File: src/rtl/cfg_access_pkg.sv
package cfg_access_pkg;

  typedef enum logic [1:0] {
    ST_OK      = 2'd0,
    ST_INVALID = 2'd1,
    ST_FAULT   = 2'd2
  } cfgStatus_e;

  typedef enum logic [2:0] {
    S_IDLE  = 3'd0,
    S_CHECK = 3'd1,
    S_READ  = 3'd2,
    S_WRITE = 3'd3,
    S_DONE  = 3'd4
  } cfgState_e;

  // strobes from control to datapath
  typedef struct packed {
    logic capture;
    logic loadWin;
    logic loadWdata;
    logic loadRead;
    logic loadMerge;
    logic loadOnes;
  } dpStrobe_t;

  localparam logic [1:0] WIN_MODE_T0 = 2'b10;
  localparam logic [1:0] WIN_MODE_T1 = 2'b11;

endpackage

File: src/rtl/cfg_access_dp.sv
module cfg_access_dp
  import cfg_access_pkg::*;
#(
  parameter int BUS_W   = 8,
  parameter int DEV_W   = 5,
  parameter int FUNC_W  = 3,
  parameter int OFF_W   = 8,
  parameter int SLOTS   = 16,
  parameter int SEL_LSB = 16,
  parameter int WIN_LSB = 26
) (
  input  logic              clk,
  input  logic              rstN,
  input  dpStrobe_t         strobe,
  input  logic [BUS_W-1:0]  reqBus,
  input  logic [DEV_W-1:0]  reqDev,
  input  logic [FUNC_W-1:0] reqFunc,
  input  logic [OFF_W-1:0]  reqOff,
  input  logic [2:0]        reqSize,
  input  logic              reqWrite,
  input  logic [31:0]       reqWdata,
  input  logic              singleSlot,
  input  logic [31:0]       extRdata,
  output logic              reqBad,
  output logic              fullWrite,
  output logic              isWrite,
  output logic [31:0]       extAddr,
  output logic [31:0]       winSel,
  output logic [31:0]       dataWord
);

  localparam logic [31:0] WIN_MASK = ~((32'd1 << WIN_LSB) - 32'd1);

  logic [BUS_W-1:0]  busReg;
  logic [DEV_W-1:0]  devReg;
  logic [FUNC_W-1:0] funcReg;
  logic [OFF_W-1:0]  offReg;
  logic [2:0]        sizeReg;
  logic              wrReg;
  logic              slotReg;
  logic [31:0]       wdReg;
  logic [31:0]       dataReg;
  logic [31:0]       winReg;

  logic        sizeOk;
  logic        isType1;
  logic [31:0] selWord;
  logic [31:0] offAligned;
  logic [31:0] type0Addr;
  logic [31:0] type1Addr;
  logic [4:0]  laneShift;
  logic [31:0] laneMask;
  logic [31:0] mergedWord;
  logic [31:0] readWord;
  logic [31:0] winNext;

  // request capture
  always_ff @(posedge clk or negedge rstN) begin
    if (!rstN) begin
      busReg  <= '0;
      devReg  <= '0;
      funcReg <= '0;
      offReg  <= '0;
      sizeReg <= '0;
      wrReg   <= 1'b0;
      slotReg <= 1'b0;
      wdReg   <= '0;
    end else if (strobe.capture) begin
      busReg  <= reqBus;
      devReg  <= reqDev;
      funcReg <= reqFunc;
      offReg  <= reqOff;
      sizeReg <= reqSize;
      wrReg   <= reqWrite;
      slotReg <= singleSlot;
      wdReg   <= reqWdata;
    end
  end

  always_comb begin
    case (sizeReg)
      3'd1, 3'd2, 3'd4: sizeOk = 1'b1;
      default:          sizeOk = 1'b0;
    endcase
  end

  assign isType1 = |busReg;

  // one-hot device select across the slot range
  always_comb begin
    selWord = '0;
    for (int i = 0; i < SLOTS; i++) begin
      if (32'(devReg) == i) selWord[SEL_LSB + i] = 1'b1;
    end
  end

  assign offAligned = 32'({offReg[OFF_W-1:2], 2'b00});
  assign type0Addr  = (selWord & ~WIN_MASK) | (32'(funcReg) << 8) | offAligned;
  assign type1Addr  = (32'(busReg) << 16) | (32'(devReg) << 11)
                    | (32'(funcReg) << 8) | offAligned;
  assign extAddr    = isType1 ? type1Addr : type0Addr;
  assign winNext    = isType1 ? {30'd0, WIN_MODE_T1}
                              : ((selWord & WIN_MASK) | {30'd0, WIN_MODE_T0});

  assign reqBad = !sizeOk
               || (!isType1 && (32'(devReg) >= SLOTS))
               || (slotReg && (devReg != '0));

  assign fullWrite = wrReg && (sizeReg == 3'd4);
  assign isWrite   = wrReg;

  // byte lane handling
  assign laneShift = {offReg[1:0], 3'b000};

  always_comb begin
    case (sizeReg)
      3'd1:    laneMask = 32'h0000_00FF << laneShift;
      3'd2:    laneMask = 32'h0000_FFFF << laneShift;
      default: laneMask = 32'hFFFF_FFFF;
    endcase
  end

  assign mergedWord = (extRdata & ~laneMask) | ((wdReg << laneShift) & laneMask);
  assign readWord   = (extRdata >> laneShift) & (laneMask >> laneShift);

  always_ff @(posedge clk or negedge rstN) begin
    if (!rstN) begin
      dataReg <= '0;
    end else if (strobe.loadOnes) begin
      dataReg <= 32'hFFFF_FFFF;
    end else if (strobe.loadMerge) begin
      dataReg <= mergedWord;
    end else if (strobe.loadRead) begin
      dataReg <= readWord;
    end else if (strobe.loadWdata) begin
      dataReg <= wdReg;
    end
  end

  always_ff @(posedge clk or negedge rstN) begin
    if (!rstN) begin
      winReg <= {30'd0, WIN_MODE_T0};
    end else if (strobe.loadWin) begin
      winReg <= winNext;
    end
  end

  assign winSel   = winReg;
  assign dataWord = dataReg;

endmodule

File: src/rtl/cfg_access_ctrl.sv
module cfg_access_ctrl
  import cfg_access_pkg::*;
(
  input  logic       clk,
  input  logic       rstN,
  input  logic       reqValid,
  input  logic       reqBad,
  input  logic       fullWrite,
  input  logic       isWrite,
  input  logic       extAck,
  input  logic       extFault,
  output dpStrobe_t  strobe,
  output logic       reqReady,
  output logic       extReq,
  output logic       extWe,
  output logic       doneValid,
  output logic [1:0] doneStatus
);

  cfgState_e  state, nextState;
  cfgStatus_e status, nextStatus;

  always_ff @(posedge clk or negedge rstN) begin
    if (!rstN) begin
      state  <= S_IDLE;
      status <= ST_OK;
    end else begin
      state  <= nextState;
      status <= nextStatus;
    end
  end

  always_comb begin
    strobe     = '0;
    nextState  = state;
    nextStatus = status;
    extReq     = 1'b0;
    extWe      = 1'b0;
    case (state)
      S_IDLE: begin
        if (reqValid) begin
          strobe.capture = 1'b1;
          nextState      = S_CHECK;
        end
      end
      S_CHECK: begin
        if (reqBad) begin
          nextStatus = ST_INVALID;
          nextState  = S_DONE;
        end else begin
          strobe.loadWin = 1'b1;
          if (fullWrite) begin
            strobe.loadWdata = 1'b1;
            nextState        = S_WRITE;
          end else begin
            nextState = S_READ;
          end
        end
      end
      S_READ: begin
        extReq = 1'b1;
        if (extAck) begin
          if (extFault) begin
            strobe.loadOnes = 1'b1;
            nextStatus      = ST_FAULT;
            nextState       = S_DONE;
          end else if (isWrite) begin
            strobe.loadMerge = 1'b1;
            nextState        = S_WRITE;
          end else begin
            strobe.loadRead = 1'b1;
            nextStatus      = ST_OK;
            nextState       = S_DONE;
          end
        end
      end
      S_WRITE: begin
        extReq = 1'b1;
        extWe  = 1'b1;
        if (extAck) begin
          if (extFault) begin
            strobe.loadOnes = 1'b1;
            nextStatus      = ST_FAULT;
          end else begin
            nextStatus = ST_OK;
          end
          nextState = S_DONE;
        end
      end
      S_DONE:  nextState = S_IDLE;
      default: nextState = S_IDLE;
    endcase
  end

  assign reqReady   = (state == S_IDLE);
  assign doneValid  = (state == S_DONE);
  assign doneStatus = status;

endmodule

File: src/rtl/cfg_access_engine.sv
module cfg_access_engine
  import cfg_access_pkg::*;
#(
  parameter int BUS_W   = 8,
  parameter int DEV_W   = 5,
  parameter int FUNC_W  = 3,
  parameter int OFF_W   = 8,
  parameter int SLOTS   = 16,
  parameter int SEL_LSB = 16,
  parameter int WIN_LSB = 26
) (
  input  logic              clk,
  input  logic              rstN,
  input  logic              singleSlot,
  input  logic              reqValid,
  output logic              reqReady,
  input  logic              reqWrite,
  input  logic [BUS_W-1:0]  reqBus,
  input  logic [DEV_W-1:0]  reqDev,
  input  logic [FUNC_W-1:0] reqFunc,
  input  logic [OFF_W-1:0]  reqOff,
  input  logic [2:0]        reqSize,
  input  logic [31:0]       reqWdata,
  output logic              doneValid,
  output logic [1:0]        doneStatus,
  output logic [31:0]       doneRdata,
  output logic              extReq,
  output logic              extWe,
  output logic [31:0]       extAddr,
  output logic [31:0]       extWdata,
  output logic [31:0]       winSel,
  input  logic              extAck,
  input  logic              extFault,
  input  logic [31:0]       extRdata
);

  dpStrobe_t   strobe;
  logic        reqBad;
  logic        fullWrite;
  logic        isWrite;
  logic [31:0] dataWord;

  cfg_access_ctrl u_ctrl (
    .clk        (clk),
    .rstN       (rstN),
    .reqValid   (reqValid),
    .reqBad     (reqBad),
    .fullWrite  (fullWrite),
    .isWrite    (isWrite),
    .extAck     (extAck),
    .extFault   (extFault),
    .strobe     (strobe),
    .reqReady   (reqReady),
    .extReq     (extReq),
    .extWe      (extWe),
    .doneValid  (doneValid),
    .doneStatus (doneStatus)
  );

  cfg_access_dp #(
    .BUS_W   (BUS_W),
    .DEV_W   (DEV_W),
    .FUNC_W  (FUNC_W),
    .OFF_W   (OFF_W),
    .SLOTS   (SLOTS),
    .SEL_LSB (SEL_LSB),
    .WIN_LSB (WIN_LSB)
  ) u_dp (
    .clk        (clk),
    .rstN       (rstN),
    .strobe     (strobe),
    .reqBus     (reqBus),
    .reqDev     (reqDev),
    .reqFunc    (reqFunc),
    .reqOff     (reqOff),
    .reqSize    (reqSize),
    .reqWrite   (reqWrite),
    .reqWdata   (reqWdata),
    .singleSlot (singleSlot),
    .extRdata   (extRdata),
    .reqBad     (reqBad),
    .fullWrite  (fullWrite),
    .isWrite    (isWrite),
    .extAddr    (extAddr),
    .winSel     (winSel),
    .dataWord   (dataWord)
  );

  assign extWdata  = dataWord;
  assign doneRdata = dataWord;

endmodule

File: config.mk
export PLATFORM = sky130hd
export DESIGN_NAME = cfg_access_engine
export DESIGN_NICKNAME = d
export VERILOG_FILES = /design/src/rtl/cfg_access_pkg.sv /design/src/rtl/cfg_access_dp.sv /design/src/rtl/cfg_access_ctrl.sv /design/src/rtl/cfg_access_engine.sv
export SDC_FILE = /design/constraint.sdc
export NUM_CORES = 1
export LEC_CHECK = 0
export BUFFER_PORTS_ARGS = -buffer_cell sky130_fd_sc_hd__buf_4
export CORE_UTILIZATION = 55
export DETAILED_ROUTE_END_ITERATION = 8
export PLACE_DENSITY = 0.89
export SLEW_MARGIN = 20
export SYNTH_ARGS = -nofsm -noshare
export SYNTH_HDL_FRONTEND = slang
export SYNTH_HIERARCHICAL = 1
export SYNTH_SLANG_ARGS = --single-unit
File: constraint.sdc
create_clock -name clk -period 5.6 [get_ports clk]
set_input_delay 0.56 -clock clk [delete_from_list [all_inputs] [get_ports clk]]
set_output_delay 0.56 -clock clk [all_outputs]
set_load 0.01 [all_outputs]
==> run_results.csv, run 1 <==
group,metric,value,unit
run_status,status,"finished with violations",
run_status,violations,"design-rule violations",
worst_setup_path,critical_path_required,5.88,ns
timing,period_share,0.771,
final_layout,design_area,8090,sq um
global_route,grt_pass1_wl,30100,um
cts,postCtsSetupBuffers,0,
die,start_util,0.574,
cts,cts_tree,"built",
global_route,grt_use_met3,0.0958,
timing,period_needed,4.32,ns
synthesis,synth_warnings,6,
worst_setup_path,critPathArrivalTime,4.59,ns
cts,cts-resized-gates,0,
timing,timing.fmax,232,MHz
die,dieHeight,112,um
power,p_per_area,558,nW/um^2
placement,placed_cell_area,7780,sq um
final_layout,drive_above_1_share,0.423,
global_route,antenna_found_initial,0,
timing,tightest_slew,1.08,ns
synthesis,async_reset_ff_frac,1.00,
placement,portBuffers,198,
final_layout,utilization,0.700,
worst_setup_path,crit_slowest_cell,"a2111oi_2",
placement,dp_hpwl,13500,um
routing,ant_nets,0,
timing,setup_tns,0,ns
worst_setup_path,startpoint,"u_ctrl/state[1]",
routing,drtPass1Iterations,8,
cts,worstSkewPairLatency,0.37,ns
routing,vias,5699,
synthesis,synth-seq-cells,105,
final_layout,multi_input_area,3390,sq um
routing,routed_wl,19300,um
worst_setup_path,critPathCapture,"u_dp/dataWord[10]",
die,die_x,112,um
timing,fin_skew,0.0124,ns
final_layout,layout_commonest_cell,"buf_4",
worst_setup_path,r2r_slack,1.28,ns
timing,fin_hold_ws,0.203,ns
cts,postCtsHoldBufs,0,
worst_setup_path,path_cells,"nor2b_1 -> nand2_1 -> nor4_2 -> clkinv_1 -> a2111oi_2 -> a221oi_1 -> o221ai_1",
power,ir_drop,0.327,mV
final_layout,fill_cells,869,
worst_setup_path,path_class,"reg -> reg",
timing,slew_violations,0,
final_layout,final_cell_mix,"buf_4, dfrtp_1, mux2_2",
synthesis,synth_ff_type,"dfrtp_1",
flow_run,maxCapViolations,0,
final_layout,diodes,0,
global_route,use_met2,0.508,
worst_setup_path,ff2ff_path_depth,7,
global_route,grt_use_total,0.312,
cts,h-tree-depth,3,
timing,setup_viol,0,
global_route,grt_max_degree,62,
worst_hold_path,hp-class,"in -> async",
worst_setup_path,cp_max_fo,17,
cts,cts-root-buf,"clkbuf_16",
worst_setup_path,start_kind,"flop",
synthesis,synth_edf_count,0,
worst_setup_path,endpoint_kind,"flop",
global_route,grt-busiest-layer,"met2",
final_layout,area_growth,22.0,%
routing,viasPerCell,6.26,
power,leakagePower,3.59,nW
worst_setup_path,r2r_start,"u_ctrl/state[1]",
worst_setup_path,crit_buf_inv,1,
die,die_area,12500,sq um
worst_setup_path,r2r_end,"u_dp/dataWord[10]",
worst_setup_path,critPathMaxStageDelay,1.15,ns
global_route,grt_pass1_vias,5713,
cts,cts_buffers,9,
cts,clk_pin_slew,0.08,ns
synthesis,synth_seq_area_share,0.396,
synthesis,avgSynthCellArea,10.6,sq um
synthesis,synth_cell_types,52,
die,rows,39,
final_layout,fin_nets,861,
placement,place.gp.congestion,0.915,
routing,drc,22,
timing,max_slew_margin,0.272,
worst_setup_path,cp_top_family,"compound AO/OA/AOI/OAI gates",
die,fp.coreArea,11600,sq um
final_layout,regArea,2630,sq um
global_route,grt-ovfl-total,0,
routing,wl_per_cell,21.2,um
timing,hold_viol,0,
die,io_pins,232,
routing,drtIter0Drc,550,
cts,clock_path_buffers,2,
timing,rsz0062_at_grt,"no",
worst_setup_path,cp.depth,7,
synthesis,synth_area,6630,sq um
cts,cts_sinks,105,
synthesis,netlist_instances,627,
global_route,use_met1,0.383,
[power breakdown]
part	internal (mW)	total [mW]	switching [mW]
Combinational	1.19	2.29	1.10
Sequential	1.11	1.58	0.464
Clock	0.320	0.646	0.326
Total	2.62	4.52	1.89
[cell usage after synthesis, drive strengths merged, types with 7 or more instances]
cell type	instances	share of area
dfrtp	105	0.40
buf	86	0.093
mux2	78	0.13
nor2	44	0.025
a211oi	31	0.035
nand2	30	0.017
clkbuf	27	0.015
mux2i	26	0.039
a221oi	24	0.032
nor2b	20	0.019
a21oi	17	0.013
o2bb2ai	16	0.021
nand2b	15	0.014
o211a	9	0.014
o21bai	9	0.010
o32ai	9	0.012
inv	8	0.0045
mux4	8	0.027
o221ai	8	0.011
o211ai	7	0.0079
o22ai	7	0.0066
[state kept, by name (all words and copies together) (netlist names)]
name               count
u_dp/slotReg           1
u_dp/funcReg           3
u_dp/wdReg            32
u_dp/isWrite           1
u_ctrl/doneStatus      2
u_dp/busReg            8
u_dp/devReg            5
u_dp/dataWord         32
u_dp/sizeReg           3
u_dp/offReg            8
u_ctrl/state           3
u_dp/winSel            7
[cell families (layout without fill, tap and decap cells)]
group,after synthesis,count (layout),synth area share
AOI/OAI and AO/OA,147,147,0.181
xor gates and xnor gates,2,2,0.00264
DFF,105,105,0.396
muxes,112,112,0.200
and+or+nand+nor,137,137,0.106
other,2,33,0.00113
buffers and inverters,122,232,0.114
[cell type report]
cell class / instances / share of cell area
Inverter: 9 / 0.00418
Timing Repair Buffer: 207 / 0.192
Multi-Input combinational cell: 431 / 0.419
Tap cell: 143 / 0.0221
Clock buffer: 9 / 0.0278
Clock inverter: 7 / 0.00943
Sequential cell: 105 / 0.325
[stage by stage]
stage,setup slack (ns),cells,power (mW)
final,1.28,911,4.52
after global routing,1.09,911,4.74
after CTS,1.54,911,4.49
after detailed placement,1.58,895,3.83
after global placement,1.41,895,3.74
after floorplan,2.79,658,3.06
[layer usage]
metal  vias up  share of wire  wire, um
met2       369           0.49      9520
met5         -              0         0
li1       2501              -         -
met1      2780           0.38      7330
met4         0          0.025       486
met3        49           0.10      1930
[how the worst min path moves through the flow]
stage / startpoint / to / depth (start not counted)
2_1_floorplan: rstN / u_ctrl/doneStatus[0] / 0
4_1_cts: rstN / u_dp/dataWord[15] / 1
6_report: rstN / u_dp/dataWord[15] / 1
5_1_grt: rstN / u_dp/dataWord[15] / 1
3_5_place_dp: u_dp/offReg[7] / u_dp/offReg[7] / 1
3_3_place_gp: u_dp/offReg[7] / u_dp/offReg[7] / 1
[worst register-to-register path, cell delays in order, from the launching register on]
cell and delay [ns]:
dfrtp_1 0.49, nor2b_1 0.29, nand2_1 0.13, nor4_2 0.82
clkinv_1 0.92, a2111oi_2 1.15, a221oi_1 0.21, o221ai_1 0.21
Note: power is estimated with default switching activity, not from simulation.
==> inputs of run 2 (changes only) <==
--- a/config.mk
+++ b/config.mk
@@ -6,9 +6,9 @@
 export NUM_CORES = 1
 export LEC_CHECK = 0
 export BUFFER_PORTS_ARGS = -buffer_cell sky130_fd_sc_hd__buf_4
-export CORE_UTILIZATION = 55
+export CORE_UTILIZATION = 46
 export DETAILED_ROUTE_END_ITERATION = 8
-export PLACE_DENSITY = 0.89
+export PLACE_DENSITY = 0.79
 export SLEW_MARGIN = 20
 export SYNTH_ARGS = -nofsm -noshare
 export SYNTH_HDL_FRONTEND = slang
==> constraint.sdc (replaced) <==
create_clock -name clk -period 3.62 [get_ports clk]
set_input_delay 0.362 -clock clk [delete_from_list [all_inputs] [get_ports clk]]
set_output_delay 0.362 -clock clk [all_outputs]
set_load 0.01 [all_outputs]
==> run 2 against run 1 <==
Against the previous run:
- global-route usage shrank 4.3 points
- final area up 1.4%
- the flow now finishes without violations
- total power increased by 53%
- sequential cell count is the same
- sequential power increased by 55%
- utilization shrank 11 points
- setup slack got worse by 0.69 ns
- sequential share of layout area decreased by 0.46 points
- register-to-register slack got worse by 0.69 ns
- non-clock buffer count is 9 higher
==> run_results.csv, run 2 (synthesis gave the netlist of run 1 again) <==
group,metric,value,unit
placement,place.gp.congestion,0.877,
global_route,grt_pass1_vias,5578,
worst_hold_path,hp-class,"in -> async",
final_layout,layout_commonest_cell,"buf_4",
global_route,grt_use_total,0.269,
die,fp.coreArea,14000,sq um
final_layout,fin_nets,870,
final_layout,drive_above_1_share,0.425,
power,power_frac_clock,0.135,
die,dieHeight,122,um
routing,drtIter0Drc,344,
routing,viasPerCell,5.90,
worst_setup_path,crit_slowest_cell,"dfrtp_1",
final_layout,fill_cells,1180,
worst_setup_path,r2r_slack,0.59,ns
timing,timing.fmax,330,MHz
die,rows,43,
power,p_switching,2.86,mW
timing,max_slew_margin,0.473,
cts,worstSkewPairLatency,0.36,ns
placement,dp_hpwl,14500,um
worst_setup_path,path_class,"reg -> reg",
worst_setup_path,critPathArrivalTime,3.29,ns
cts,clock_path_buffers,2,
final_layout,multi_input_area,3370,sq um
worst_setup_path,start_kind,"flop",
routing,drc,0,
final_layout,area_growth,23.7,%
global_route,grt_max_degree,61,
power,leakagePower,3.63,nW
worst_setup_path,cp_top_family,"simple AND/OR/NAND/NOR gates",
timing,setup_viol,0,
placement,portBuffers,198,
worst_setup_path,path_cells,"or2_1 -> o41ai_1 -> nand3_1 -> nor3_1 -> and2_1 -> buf_4 -> nor2_1 -> nand2_1 -> buf_12 -> o32ai_1 -> a211oi_1",
worst_setup_path,cp_max_fo,24,
routing,vias,5648,
timing,period_share,0.837,
power,ir_drop,0.538,mV
cts,cts_sinks,105,
flow_run,maxCapViolations,0,
timing,rsz0062_at_grt,"no",
timing,fin_skew,0.00913,ns
worst_setup_path,critical_path_required,3.88,ns
global_route,grt-ovfl-total,0,
worst_setup_path,r2r_start,"u_dp/devReg[0]",
global_route,antenna_found_initial,0,
timing,tightest_slew,0.790,ns
worst_setup_path,crit_buf_inv,2,
cts,cts_buffers,9,
timing,period_needed,3.03,ns
cts,postCtsHoldBufs,0,
worst_setup_path,r2r_end,"u_dp/dataWord[23]",
cts,cts-resized-gates,0,
cts,postCtsSetupBuffers,0,
timing,slew_violations,0,
die,die_x,122,um
cts,cts_tree,"built",
power,power_frac_seq,0.354,
worst_setup_path,critPathMaxStageDelay,0.45,ns
routing,drtPass1Iterations,5,
placement,placed_cells,941,
worst_setup_path,endpoint_kind,"flop",
routing,routed_wl,19800,um
final_layout,fin_cells,957,
routing,ant_nets,0,
die,die_area,14900,sq um
final_layout,diodes,0,
worst_setup_path,ff2ff_path_depth,11,
die,io_pins,232,
power,pwr-share-comb,0.511,
run_status,status,"finished, final reports clean",
power,p_per_area,845,nW/um^2
global_route,grt_pass1_wl,30100,um
power,netSwitchingFraction,0.412,
cts,clk_pin_slew,0.07,ns
timing,hold_viol,0,
power,intPower,4.07,mW
die,start_util,0.474,
cts,cts-root-buf,"clkbuf_16",
timing,setup_slack,0.590,ns
placement,post-place-ws,0.648,ns
timing,setup_tns,0,ns
final_layout,final_cell_mix,"buf_4, dfrtp_1, mux2_2",
cts,h-tree-depth,3,
routing,wl_per_cell,20.7,um
final_layout,regArea,2630,sq um
run 2: cell types whose count changed in the layout (fill, tap and decap cells not counted), moves of 2 or more:
cell / delta
clkinvlp_4: +2
inv_6: -2
clkinv_2: +2
buf_12: +3
inv_8: -3
buf_4: +6
run 2: power by group through the flow:
stage               logic [mW]  clock network [mW]  registers, mW
detailed placement        3.53                   0           2.45
finish                    3.54               0.936           2.45
CTS                       3.54               0.966           2.43
floorplan                 2.54                   0           2.20
global route              3.81                1.01           2.53
global placement          3.47                   0           2.41
run 2: per-stage QoR:
| step | hold WS, ns | util | cell area, sq um | power (mW) |
|---|---|---|---|---|
| after global placement | 0.491 | 0.566 | 7920 | 5.88 |
| after global routing | 0.139 | 0.586 | 8200 | 7.35 |
| final | 0.0756 | 0.586 | 8200 | 6.93 |
| after CTS | 0.109 | 0.586 | 8200 | 6.94 |
| after floorplan | 0.0664 | - | 6750 | 4.74 |
| after detailed placement | 0.497 | 0.566 | 7920 | 5.98 |
run 2: layout make-up:
class	instances	share of cell area
Timing Repair Buffer	216	0.202
Clock buffer	10	0.0291
Sequential cell	105	0.321
Multi-Input combinational cell	431	0.411
Tap cell	180	0.0275
Inverter	9	0.00412
Clock inverter	6	0.00519
run 2: worst max-delay path by stage:
stage / from / to / slack (ns) / cells after the start
3_5_place_dp: u_dp/devReg[0] / u_dp/dataWord[23] / 0.65 / 11
5_1_grt: u_dp/devReg[0] / u_dp/dataWord[16] / 0.42 / 11
6_report: u_dp/devReg[0] / u_dp/dataWord[23] / 0.59 / 11
4_1_cts: u_dp/devReg[0] / u_dp/dataWord[23] / 0.64 / 11
2_1_floorplan: u_dp/sizeReg[2] / u_dp/dataWord[16] / 0.81 / 12
3_3_place_gp: u_dp/busReg[4] / u_dp/dataWord[31] / 0.84 / 12
run 2: metal layers:
layer,GRT usage,up-vias,part of all wire
met5,0,-,0
met4,0.0907,0,0.021
met3,0.0894,27,0.10
met2,0.444,316,0.48
met1,0.328,2793,0.40
li1,-,2512,-
